==> config.mk <==
export PLATFORM = sky130hd
export DESIGN_NAME = mdio_master
export DESIGN_NICKNAME = d
export VERILOG_FILES = /design/src/rtl/mdio_pkg.sv /design/src/rtl/mdio_clkdiv.sv /design/src/rtl/mdio_frame_seq.sv /design/src/rtl/mdio_regs.sv /design/src/rtl/mdio_master.sv
export SDC_FILE = /design/constraint.sdc
export NUM_CORES = 1
export LEC_CHECK = 0
export BUFFER_PORTS_ARGS = -buffer_cell sky130_fd_sc_hd__buf_2
export CORE_UTILIZATION = 55
export DETAILED_ROUTE_END_ITERATION = 10
export PLACE_DENSITY = 0.77
export SETUP_SLACK_MARGIN = 0.5
export SYNTH_ARGS = -nofsm -noshare
export SYNTH_HDL_FRONTEND = slang
export SYNTH_SLANG_ARGS = --single-unit
==> constraint.sdc <==
create_clock -name clk -period 2.5 [get_ports clk]
set_clock_uncertainty 0.15 [all_clocks]
set_input_delay 0.125 -clock clk [delete_from_list [all_inputs] [get_ports clk]]
set_output_delay 0.125 -clock clk [all_outputs]
set_load 0.05 [all_outputs]
==> src/rtl/mdio_pkg.sv <==
package mdio_pkg;

    localparam int FRAME_BITS = 64;
    localparam int RELEASE_IDX = 46;   // first bit a read leaves undriven
    localparam int CAPTURE_IDX = 48;   // first data bit of a read
    localparam int CNT_W = $clog2(FRAME_BITS + 1);

    typedef struct packed {
        logic [2:0]  spare;
        logic        busy;
        logic        rvalid;
        logic        op_rd;
        logic [4:0]  regn;
        logic [4:0]  phy;
        logic [15:0] data;
    } cmd_word_t;

    typedef enum logic {SEQ_IDLE, SEQ_RUN} seq_state_t;

    function automatic logic [FRAME_BITS-1:0] build_frame(
        input logic        rd,
        input logic [4:0]  phy,
        input logic [4:0]  regn,
        input logic [15:0] wd
    );
        logic [1:0]  opc;
        logic [1:0]  ta;
        logic [15:0] body;
        opc  = rd ? 2'b10 : 2'b01;
        ta   = rd ? 2'b11 : 2'b10;
        body = rd ? 16'hFFFF : wd;
        return {32'hFFFF_FFFF, 2'b01, opc, phy, regn, ta, body};
    endfunction

endpackage

==> src/rtl/mdio_clkdiv.sv <==
module mdio_clkdiv #(
    parameter int DIV = 8
) (
    input  logic clk,
    input  logic rst,
    output logic mdc,
    output logic rise_tick,
    output logic fall_tick
);
    localparam int CW   = (DIV > 2) ? $clog2(DIV) : 1;
    localparam int HALF = DIV / 2;

    logic [CW-1:0] cnt;

    assign rise_tick = (cnt == CW'(HALF - 1));
    assign fall_tick = (cnt == CW'(DIV - 1));

    always_ff @(posedge clk) begin
        if (rst) begin
            cnt <= '0;
            mdc <= 1'b0;
        end else begin
            cnt <= fall_tick ? '0 : cnt + 1'b1;
            if (rise_tick)
                mdc <= 1'b1;
            else if (fall_tick)
                mdc <= 1'b0;
        end
    end
endmodule

==> src/rtl/mdio_frame_seq.sv <==
module mdio_frame_seq
    import mdio_pkg::*;
(
    input  logic                  clk,
    input  logic                  rst,
    input  logic                  start,
    input  logic                  start_rd,
    input  logic [FRAME_BITS-1:0] start_frame,
    input  logic                  rise_tick,
    input  logic                  fall_tick,
    input  logic                  mdio_i,
    output logic                  mdio_o,
    output logic                  mdio_oe,
    output logic                  done,
    output logic [15:0]           rdata
);
    seq_state_t            state;
    logic [FRAME_BITS-1:0] shreg;
    logic [CNT_W-1:0]      bitcnt;
    logic                  rd_q;

    always_ff @(posedge clk) begin
        if (rst) begin
            state   <= SEQ_IDLE;
            shreg   <= '0;
            bitcnt  <= '0;
            rd_q    <= 1'b0;
            mdio_o  <= 1'b1;
            mdio_oe <= 1'b0;
            done    <= 1'b0;
            rdata   <= '0;
        end else begin
            done <= 1'b0;
            case (state)
                SEQ_IDLE: begin
                    if (start) begin
                        shreg  <= start_frame;
                        rd_q   <= start_rd;
                        bitcnt <= '0;
                        state  <= SEQ_RUN;
                    end
                end
                SEQ_RUN: begin
                    if (fall_tick) begin
                        if (bitcnt == CNT_W'(FRAME_BITS)) begin
                            state   <= SEQ_IDLE;
                            mdio_o  <= 1'b1;
                            mdio_oe <= 1'b0;
                            done    <= 1'b1;
                        end else begin
                            mdio_o  <= shreg[FRAME_BITS-1];
                            shreg   <= {shreg[FRAME_BITS-2:0], 1'b1};
                            mdio_oe <= !(rd_q && (bitcnt >= CNT_W'(RELEASE_IDX)));
                            bitcnt  <= bitcnt + 1'b1;
                        end
                    end
                    if (rise_tick && rd_q && (bitcnt > CNT_W'(CAPTURE_IDX)))
                        rdata <= {rdata[14:0], mdio_i};
                end
                default: state <= SEQ_IDLE;
            endcase
        end
    end
endmodule

==> src/rtl/mdio_regs.sv <==
module mdio_regs
    import mdio_pkg::*;
(
    input  logic                  clk,
    input  logic                  rst,
    input  logic                  reg_wr,
    input  logic                  reg_sel,
    input  logic [31:0]           reg_wdata,
    input  logic                  seq_done,
    input  logic [15:0]           seq_rdata,
    output cmd_word_t             cmd_q,
    output logic [4:0]            phy_q,
    output logic                  start,
    output logic                  start_rd,
    output logic [FRAME_BITS-1:0] start_frame
);
    logic unused_hi;
    assign unused_hi = ^reg_wdata[31:27];

    assign start       = reg_wr && !reg_sel && !cmd_q.busy;
    assign start_rd    = reg_wdata[26];
    assign start_frame = build_frame(reg_wdata[26], reg_wdata[20:16],
                                     reg_wdata[25:21], reg_wdata[15:0]);

    always_ff @(posedge clk) begin
        if (rst) begin
            cmd_q <= '0;
            phy_q <= '0;
        end else begin
            if (reg_wr && reg_sel)
                phy_q <= reg_wdata[4:0];
            if (start) begin
                cmd_q.spare  <= '0;
                cmd_q.busy   <= 1'b1;
                cmd_q.rvalid <= 1'b0;
                cmd_q.op_rd  <= reg_wdata[26];
                cmd_q.regn   <= reg_wdata[25:21];
                cmd_q.phy    <= reg_wdata[20:16];
                cmd_q.data   <= reg_wdata[15:0];
            end else if (seq_done) begin
                cmd_q.busy <= 1'b0;
                if (cmd_q.op_rd) begin
                    cmd_q.rvalid <= 1'b1;
                    cmd_q.data   <= seq_rdata;
                end
            end
        end
    end
endmodule

==> src/rtl/mdio_master.sv <==
module mdio_master
    import mdio_pkg::*;
#(
    parameter int CLK_DIV = 8
) (
    input  logic        clk,
    input  logic        rst,
    input  logic        reg_wr,
    input  logic        reg_sel,
    input  logic [31:0] reg_wdata,
    output logic [31:0] cmd_rdata,
    output logic [4:0]  phy_sel,
    output logic        mdc,
    output logic        mdio_o,
    output logic        mdio_oe,
    input  logic        mdio_i
);
    cmd_word_t             cmd_q;
    logic                  rise_tick;
    logic                  fall_tick;
    logic                  start;
    logic                  start_rd;
    logic [FRAME_BITS-1:0] start_frame;
    logic                  seq_done;
    logic [15:0]           seq_rdata;

    mdio_clkdiv #(.DIV(CLK_DIV)) u_div (
        .clk       (clk),
        .rst       (rst),
        .mdc       (mdc),
        .rise_tick (rise_tick),
        .fall_tick (fall_tick)
    );

    mdio_regs u_regs (
        .clk         (clk),
        .rst         (rst),
        .reg_wr      (reg_wr),
        .reg_sel     (reg_sel),
        .reg_wdata   (reg_wdata),
        .seq_done    (seq_done),
        .seq_rdata   (seq_rdata),
        .cmd_q       (cmd_q),
        .phy_q       (phy_sel),
        .start       (start),
        .start_rd    (start_rd),
        .start_frame (start_frame)
    );

    mdio_frame_seq u_seq (
        .clk         (clk),
        .rst         (rst),
        .start       (start),
        .start_rd    (start_rd),
        .start_frame (start_frame),
        .rise_tick   (rise_tick),
        .fall_tick   (fall_tick),
        .mdio_i      (mdio_i),
        .mdio_o      (mdio_o),
        .mdio_oe     (mdio_oe),
        .done        (seq_done),
        .rdata       (seq_rdata)
    );

    assign cmd_rdata = cmd_q;
endmodule

==> impl_metrics.ini, run 1 <==
[floorplan]
floorplan_row_count = 35
area_of_the_die_sq_mm = 0.0100
die_width_um = 100
initial_utilization = 0.570
ios = 77
design.core.area_sq_mm = 0.00928
chipHeight_um = 100

[cts]
cts_htree_levels = 4
cts_tree = done
tritoncts_buffers = 17
cts.path.max_buffers = 2
cts_num_sinks = 130
cts_root_buffer = sky130_fd_sc_hd__clkbuf_8
cts.reportedPaths.clkPinSlew_ns = 0.06
clkLatencyLatePin_ns = 0.52

[detailed_routing]
routed_wire_length_per_instance_um = 18.2
dr_total_vias = 4837
drc_violations_left = 0
detail_route.wirelength_um = 14500
drtIter0Drc = 409
antenna_left = 0
vias_per_cell = 6.06
drt_pass1_iterations = 5

[synth]
synth_area_per_cell_sq_um = 9.54
synth.ff_latch_count = 130
synth_area_sq_mm = 0.00530
netlist.area_leader.share = 0.491
synth-edff-count = 0
yosys-top-cells-area = sky130_fd_sc_hd__dfxtp_1 49%, sky130_fd_sc_hd__o221a_2 5.1%, sky130_fd_sc_hd__nand2_1 5.0%
synth_seq_area_share = 0.491
yosys_most_used_dff = sky130_fd_sc_hd__dfxtp_1
netlist.top_cell.by_area = sky130_fd_sc_hd__dfxtp_1
synthesis.yosys.warnings = 0
post_synth_num_cell_types = 44
syn_inst = 555
ys_async_sr_fraction = 0

[sta]
final_min_period_over_clock_period = 0.800
worst_slew_pin_slew_ns = 0.561
max_slew_margin = 0.624
drv_slew = 0
fmax_mhz = 500
setup_viol = 0
fin_tns_setup_ns = 0
setup_repair_after_global_routing_missed_its_margin = true
hold_viol_final = 0
period_needed_ns = 2.00

[global_route]
grt_pass1_vias = 4526
grt_pass1_wl_um = 21900
grt_start_max_net_pins = 48
antenna_found_initial = 0
grt.total_usage = 0.276
overflow = 0

[critical_path]
worstReg2RegEnd = u_seq.shreg[15]
cp_max_fo = 8
crit_path_start_kind = flip-flop
cp-end-kind = flip-flop
crit-reg2reg-launch = u_seq.bitcnt[0]
worst-setup-path-type = reg2reg
worst-endpoint-required_ns = 2.78
cells_on_worst_reg2reg_path = 9
ff2ff_setup_slack_ns = 0.50
crit_arrival_ns = 2.28

[final_layout]
postLayoutCoreUtil = 0.749
layout_overhead_on_the_synthesized_area_pct = 31.4
post_route_cells_drive_above_1_share = 0.265
post_layout_nonfiller_instances = 798
diodes = 0
finalNetCount = 699

[flow_run]
max_cap_viol_count = 0

[power]
vdd.ir_drop.worst_mv = 0.450
cellPowerDensity_mw_per_mm2 = 776
power.leakage_nw = 2.66

[worst_hold_path]
hold_path.startpoint = reg_sel
holdCritPathClass = in2reg
min_path_cells = 4
hold_end = u_seq.bitcnt[4]

[place]
gp_congestion = 0.851
dp_hpwl_um = 7340
post-place-cells = 712
port_buffers = 68

[outcome]
outcome = finished clean
registers in the layout (all words and copies together) (netlist names), 3 cells and up:
| register | flops |
|---|---|
| u_seq.bitcnt | 7 |
| u_div.cnt | 3 |
| u_seq.shreg | 64 |
| u_regs.phy_q | 5 |
| u_regs.cmd_q | 29 |
| u_seq.rdata | 16 |
cells in the final DEF, fill, tap and decap left out, types with 3 or more instances in the layout:
cell type                         n
sky130_fd_sc_hd__a211oi_2        10
sky130_fd_sc_hd__and3_1           3
sky130_fd_sc_hd__a311oi_1        17
sky130_fd_sc_hd__dfxtp_1        127
sky130_fd_sc_hd__nor2_1          19
sky130_fd_sc_hd__dlygate4sd3_1   41
sky130_fd_sc_hd__o221a_1         10
sky130_fd_sc_hd__buf_4           16
sky130_fd_sc_hd__clkbuf_16       18
sky130_fd_sc_hd__clkinvlp_4       3
sky130_fd_sc_hd__o221a_2         24
sky130_fd_sc_hd__a21oi_1         44
sky130_fd_sc_hd__o221ai_1        15
sky130_fd_sc_hd__a211oi_1         3
sky130_fd_sc_hd__nand2_1         70
sky130_fd_sc_hd__or3_1           15
sky130_fd_sc_hd__inv_1            7
sky130_fd_sc_hd__inv_6            3
sky130_fd_sc_hd__o21ai_0          5
sky130_fd_sc_hd__bufinv_16        3
sky130_fd_sc_hd__buf_2           68
sky130_fd_sc_hd__ha_1             4
sky130_fd_sc_hd__conb_1           3
sky130_fd_sc_hd__nor3_1          25
sky130_fd_sc_hd__mux2i_1         26
sky130_fd_sc_hd__xor2_1           3
sky130_fd_sc_hd__nand3_1         41
sky130_fd_sc_hd__clkinv_4         3
sky130_fd_sc_hd__buf_12           6
per-layer routing:
metal,GRT usage,wire (um),share of wire,vias up
met3,0.0613,843,0.058,44
li1,-,-,-,2252
met2,0.458,7130,0.49,225
met1,0.348,6110,0.42,2316
met5,0,0,0,-
met4,0.114,401,0.028,0
area by class of cell:
type / instances / area (sq um)
well taps: 129 / 161
clock inverters: 13 / 176
inverters: 9 / 33.8
flip-flops and latches: 130 / 2610
multi-input cells: 361 / 2430
repair buffers: 137 / 1110
fillers: 608 / 2330
clock buffers: 19 / 432
how the worst max path moves through the flow:
stage | from | end | slack [ns]
2_1_floorplan | u_div.cnt[0] | u_seq.shreg[47] | 0.59
3_5_place_dp | u_seq.state | u_seq.shreg[45] | 0.34
3_3_place_gp | u_seq.state | u_seq.shreg[45] | 0.35
5_1_grt | u_seq.bitcnt[0] | u_seq.shreg[15] | 0.43
6_report | u_seq.bitcnt[0] | u_seq.shreg[15] | 0.50
4_1_cts | u_seq.bitcnt[0] | u_seq.shreg[10] | 0.50
critical path, cell delays in order (launching register included):
cell                        delay [ns]
sky130_fd_sc_hd__dfxtp_4          0.36
sky130_fd_sc_hd__inv_2            0.05
sky130_fd_sc_hd__ha_1             0.19
sky130_fd_sc_hd__and4bb_2         0.26
sky130_fd_sc_hd__buf_12           0.13
sky130_fd_sc_hd__a21oi_4          0.15
sky130_fd_sc_hd__buf_12           0.15
sky130_fd_sc_hd__clkbuf_16        0.15
sky130_fd_sc_hd__o221ai_1         0.11
sky130_fd_sc_hd__a21oi_1          0.20
cells in the mapped netlist (2+ instances only):
library cell,instances
sky130_fd_sc_hd__nor2_1,19
sky130_fd_sc_hd__inv_1,8
sky130_fd_sc_hd__a211oi_2,10
sky130_fd_sc_hd__ha_1,6
sky130_fd_sc_hd__a211oi_1,3
sky130_fd_sc_hd__a31o_2,2
sky130_fd_sc_hd__o221ai_1,15
sky130_fd_sc_hd__nand2b_1,2
sky130_fd_sc_hd__a21oi_1,44
sky130_fd_sc_hd__o221a_2,24
sky130_fd_sc_hd__a311oi_1,17
sky130_fd_sc_hd__clkbuf_1,30
sky130_fd_sc_hd__buf_6,4
sky130_fd_sc_hd__buf_1,4
sky130_fd_sc_hd__xor2_1,3
sky130_fd_sc_hd__nand3_1,41
sky130_fd_sc_hd__buf_4,6
sky130_fd_sc_hd__dfxtp_1,130
sky130_fd_sc_hd__nand2_1,71
sky130_fd_sc_hd__o21ai_0,5
sky130_fd_sc_hd__and3_1,3
sky130_fd_sc_hd__a2111oi_0,2
sky130_fd_sc_hd__nor3_1,25
sky130_fd_sc_hd__mux2i_1,26
sky130_fd_sc_hd__o221a_1,10
sky130_fd_sc_hd__or3_1,15
sky130_fd_sc_hd__buf_2,12
sky130_fd_sc_hd__o2111ai_1,2
logic make-up (layout without fill, tap and decap cells):
kind of cell / Yosys count / count (layout) / share of synthesized area
AOI/OAI and AO/OA: 138 / 138 / 0.216
xor gates and xnor gates: 3 / 3 / 0.00496
buffers and inverters: 66 / 178 / 0.0598
adders and majority gates: 6 / 6 / 0.0142
other: 1 / 3 / 0.000708
DFF: 130 / 130 / 0.491
muxes: 26 / 26 / 0.0491
and+or+nand+nor: 185 / 185 / 0.164
through the flow:
step | total power [mW] | instance area (sq um) | hold slack, ns | setup slack, ns
2_1_floorplan | 2.69 | 5300 | 0.111 | 0.594
3_3_place_gp | 2.80 | 5670 | 0.230 | 0.350
3_5_place_dp | 2.82 | 5670 | 0.236 | 0.339
4_1_cts | 5.39 | 6810 | 0.0730 | 0.499
5_1_grt | 5.57 | 6960 | 0.152 | 0.426
6_report | 5.40 | 6960 | 0.145 | 0.499
report_power, final:
group | total, mW | switching, mW | internal [mW]
logic | 0.606 | 0.374 | 0.232
registers | 2.26 | 0.0739 | 2.19
clock network | 2.53 | 0.968 | 1.57
total | 5.40 | 1.42 | 3.98
what timing repair did:
action	4_1_cts	5_1_grt
pin swaps	1	6
hold endpoints to repair	83	0
setup endpoints to repair	82	92
buffers inserted	3	6
hold buffers	41	0
resized for setup	13	9
gates cloned	1	3
Power figures use the tool's default switching activity.
==> inputs of run 2 (changes only) <==
Clock period 2.5 ns to 2 ns, I/O delays scaled along.
==> run 2 against run 1 <==
The flow now finishes with violations (setup timing). Critical path depth shrank 1. Utilization grew 8.9 points. Count of clock-buffer cells in the layout is the same. Combinational power grew 61%. Register-to-register slack lost 0.50 ns. Setup slack lost 0.50 ns. Clock power grew 17%. Worst hold slack lost 0.028 ns. Die area is the same. Wire length grew 44%. Design area grew 12%. Fmax shrank 0.12%. Largest power group unchanged.
==> impl_metrics.ini, run 2 (synthesis results as in run 1) <==
[outcome]
outcome = finished with violations
violated_checks = setup timing

[final_layout]
finalNetCount = 725
final.fill_count = 444
layout_common_cells = 121 x sky130_fd_sc_hd__dfxtp_1, 67 x sky130_fd_sc_hd__nand2_1, 67 x sky130_fd_sc_hd__buf_2, 37 x sky130_fd_sc_hd__nand3_1, 36 x sky130_fd_sc_hd__dlygate4sd3_1
diodes = 0
layout_overhead_on_the_synthesized_area_pct = 46.9
largestRegisters = u_seq.shreg x64, u_regs.cmd_q x29, u_seq.rdata x16
post_layout_nonfiller_instances = 824
postLayoutCoreUtil = 0.838
largest_reg_flops = 64
post_route_cells_drive_above_1_share = 0.393
final_cell_area_sq_mm = 0.00778
regMostFlops = u_seq.shreg
layout_commonest_cell = sky130_fd_sc_hd__dfxtp_1

[place]
dp_hpwl_um = 7830
gp_congestion = 0.896
post_dp_cell_area_sq_mm = 0.00580
port_buffers = 68
post-place-cells = 718

[sta]
setup_viol = 1
fin_tns_setup_ns = -0.00366
setup_repair_after_global_routing_missed_its_margin = true
period_needed_ns = 2.00
worst_slew_pin_slew_ns = 0.621
fmax_mhz = 499
final_min_period_over_clock_period = 1.00
layout_setup_ws_ns = -0.00366
max_slew_margin = 0.585
hold_viol_final = 0
drv_slew = 0

[detailed_routing]
drt_pass1_iterations = 5
dr_total_vias = 5656
antenna_left = 0
routed_wire_length_per_instance_um = 25.3
detail_route.wirelength_um = 20800
drc_violations_left = 0
vias_per_cell = 6.86
drtIter0Drc = 542

[cts]
tritoncts_buffers = 17
cts_root_buffer = sky130_fd_sc_hd__clkbuf_8
cts_htree_levels = 4
cts.reportedPaths.clkPinSlew_ns = 0.07
cts.path.max_buffers = 2
cts_num_sinks = 130
cts_tree = done
clkLatencyLatePin_ns = 0.54

[power]
power.leakage_nw = 2.91
vdd.ir_drop.worst_mv = 0.620
cellPowerDensity_mw_per_mm2 = 874
power_total_mw = 6.80

[floorplan]
chipHeight_um = 100
floorplan_row_count = 35
die_width_um = 100
design.core.area_sq_mm = 0.00928
area_of_the_die_sq_mm = 0.0100
initial_utilization = 0.570
ios = 77

[critical_path]
critPathTopFamily = simple AND/OR/NAND/NOR gates
crit_arrival_ns = 2.32
cp-end-kind = flip-flop
crit_path_buf_inv_count = 3
worst-setup-path-type = reg2reg
worstPathCellList = inv_4 -> ha_4 -> and4bb_4 -> a21o_4 -> buf_6 -> clkbuf_16 -> nand3_2 -> a21oi_2
ff2ff_setup_slack_ns = -0.004
max_stage_delay_ns = 0.37
timing.critical_path.slowest_stage_cell = sky130_fd_sc_hd__dfxtp_4
crit_path_start_kind = flip-flop
worst-endpoint-required_ns = 2.32
cp_max_fo = 6

[global_route]
grt_start_max_net_pins = 81
grt.total_usage = 0.361
overflow = 0
antenna_found_initial = 1
grt_pass1_vias = 5371
grt_pass1_wl_um = 27900

[worst_hold_path]
holdCritPathClass = in2reg

[flow_run]
max_cap_viol_count = 0
[run 2: layout make-up]
cell class                      count  area, sq um  area share
Sequential cell                   130         2620       0.337
Tap cell                          129          161      0.0207
Timing Repair Buffer              159         1460       0.188
Inverter                            9         38.8     0.00499
Clock inverter                     13          130      0.0167
Clock buffer                       19          422      0.0542
Multi-Input combinational cell    365         2940       0.378
[run 2: final timing paths]
path	startpoint	to	depth (start not counted)
setup / recovery	u_seq.bitcnt[1]	u_seq.shreg[9]	8
hold / removal	reg_wr	u_regs.cmd_q[11]	3
setup reg to reg	u_seq.bitcnt[1]	u_seq.shreg[9]	8
hold reg to reg	u_regs.cmd_q[19]	u_regs.cmd_q[19]	2
[run 2: where the power goes]
part	internal, mW	switching, mW	total [mW]
Sequential	2.73	0.123	2.86
Clock	1.67	1.30	2.97
Combinational	0.389	0.585	0.974
Total	4.79	2.01	6.80
[run 2: stage by stage]
step / worst slack [ns] / hold slack (ns)
5_1_grt: -0.0206 / 0.108
6_report: -0.00366 / 0.117
2_1_floorplan: 0.195 / 0.0860
3_3_place_gp: -0.0274 / 0.203
3_5_place_dp: -0.0841 / 0.210
4_1_cts: 0.171 / 0.0831
[run 2: what timing repair did]
item | in CTS | in global routing
gates resized for setup | 62 | 67
endpoints found under the setup margin | 97 | 104
cloned | 8 | 6
endpoints found under the hold margin | 71 | 0
hold buffers | 36 | 0
setup buffers | 18 | 6
pin swaps | 18 | 31
[run 2: routing by layer]
metal,vias to the layer above,wire length (um),GRT usage
met5,-,13,0
met4,2,1670,0.210
met3,177,2090,0.0919
met2,497,9500,0.595
met1,2666,7560,0.426
li1,2314,-,-
[run 2: worst min-delay path: cells and delay by family]
| family | cells | cell delay [ns] |
|---|---|---|
| simple gates | 1 | 0.36 |
| buf+inv | 1 | 0.18 |
| compound gates | 1 | 0.11 |
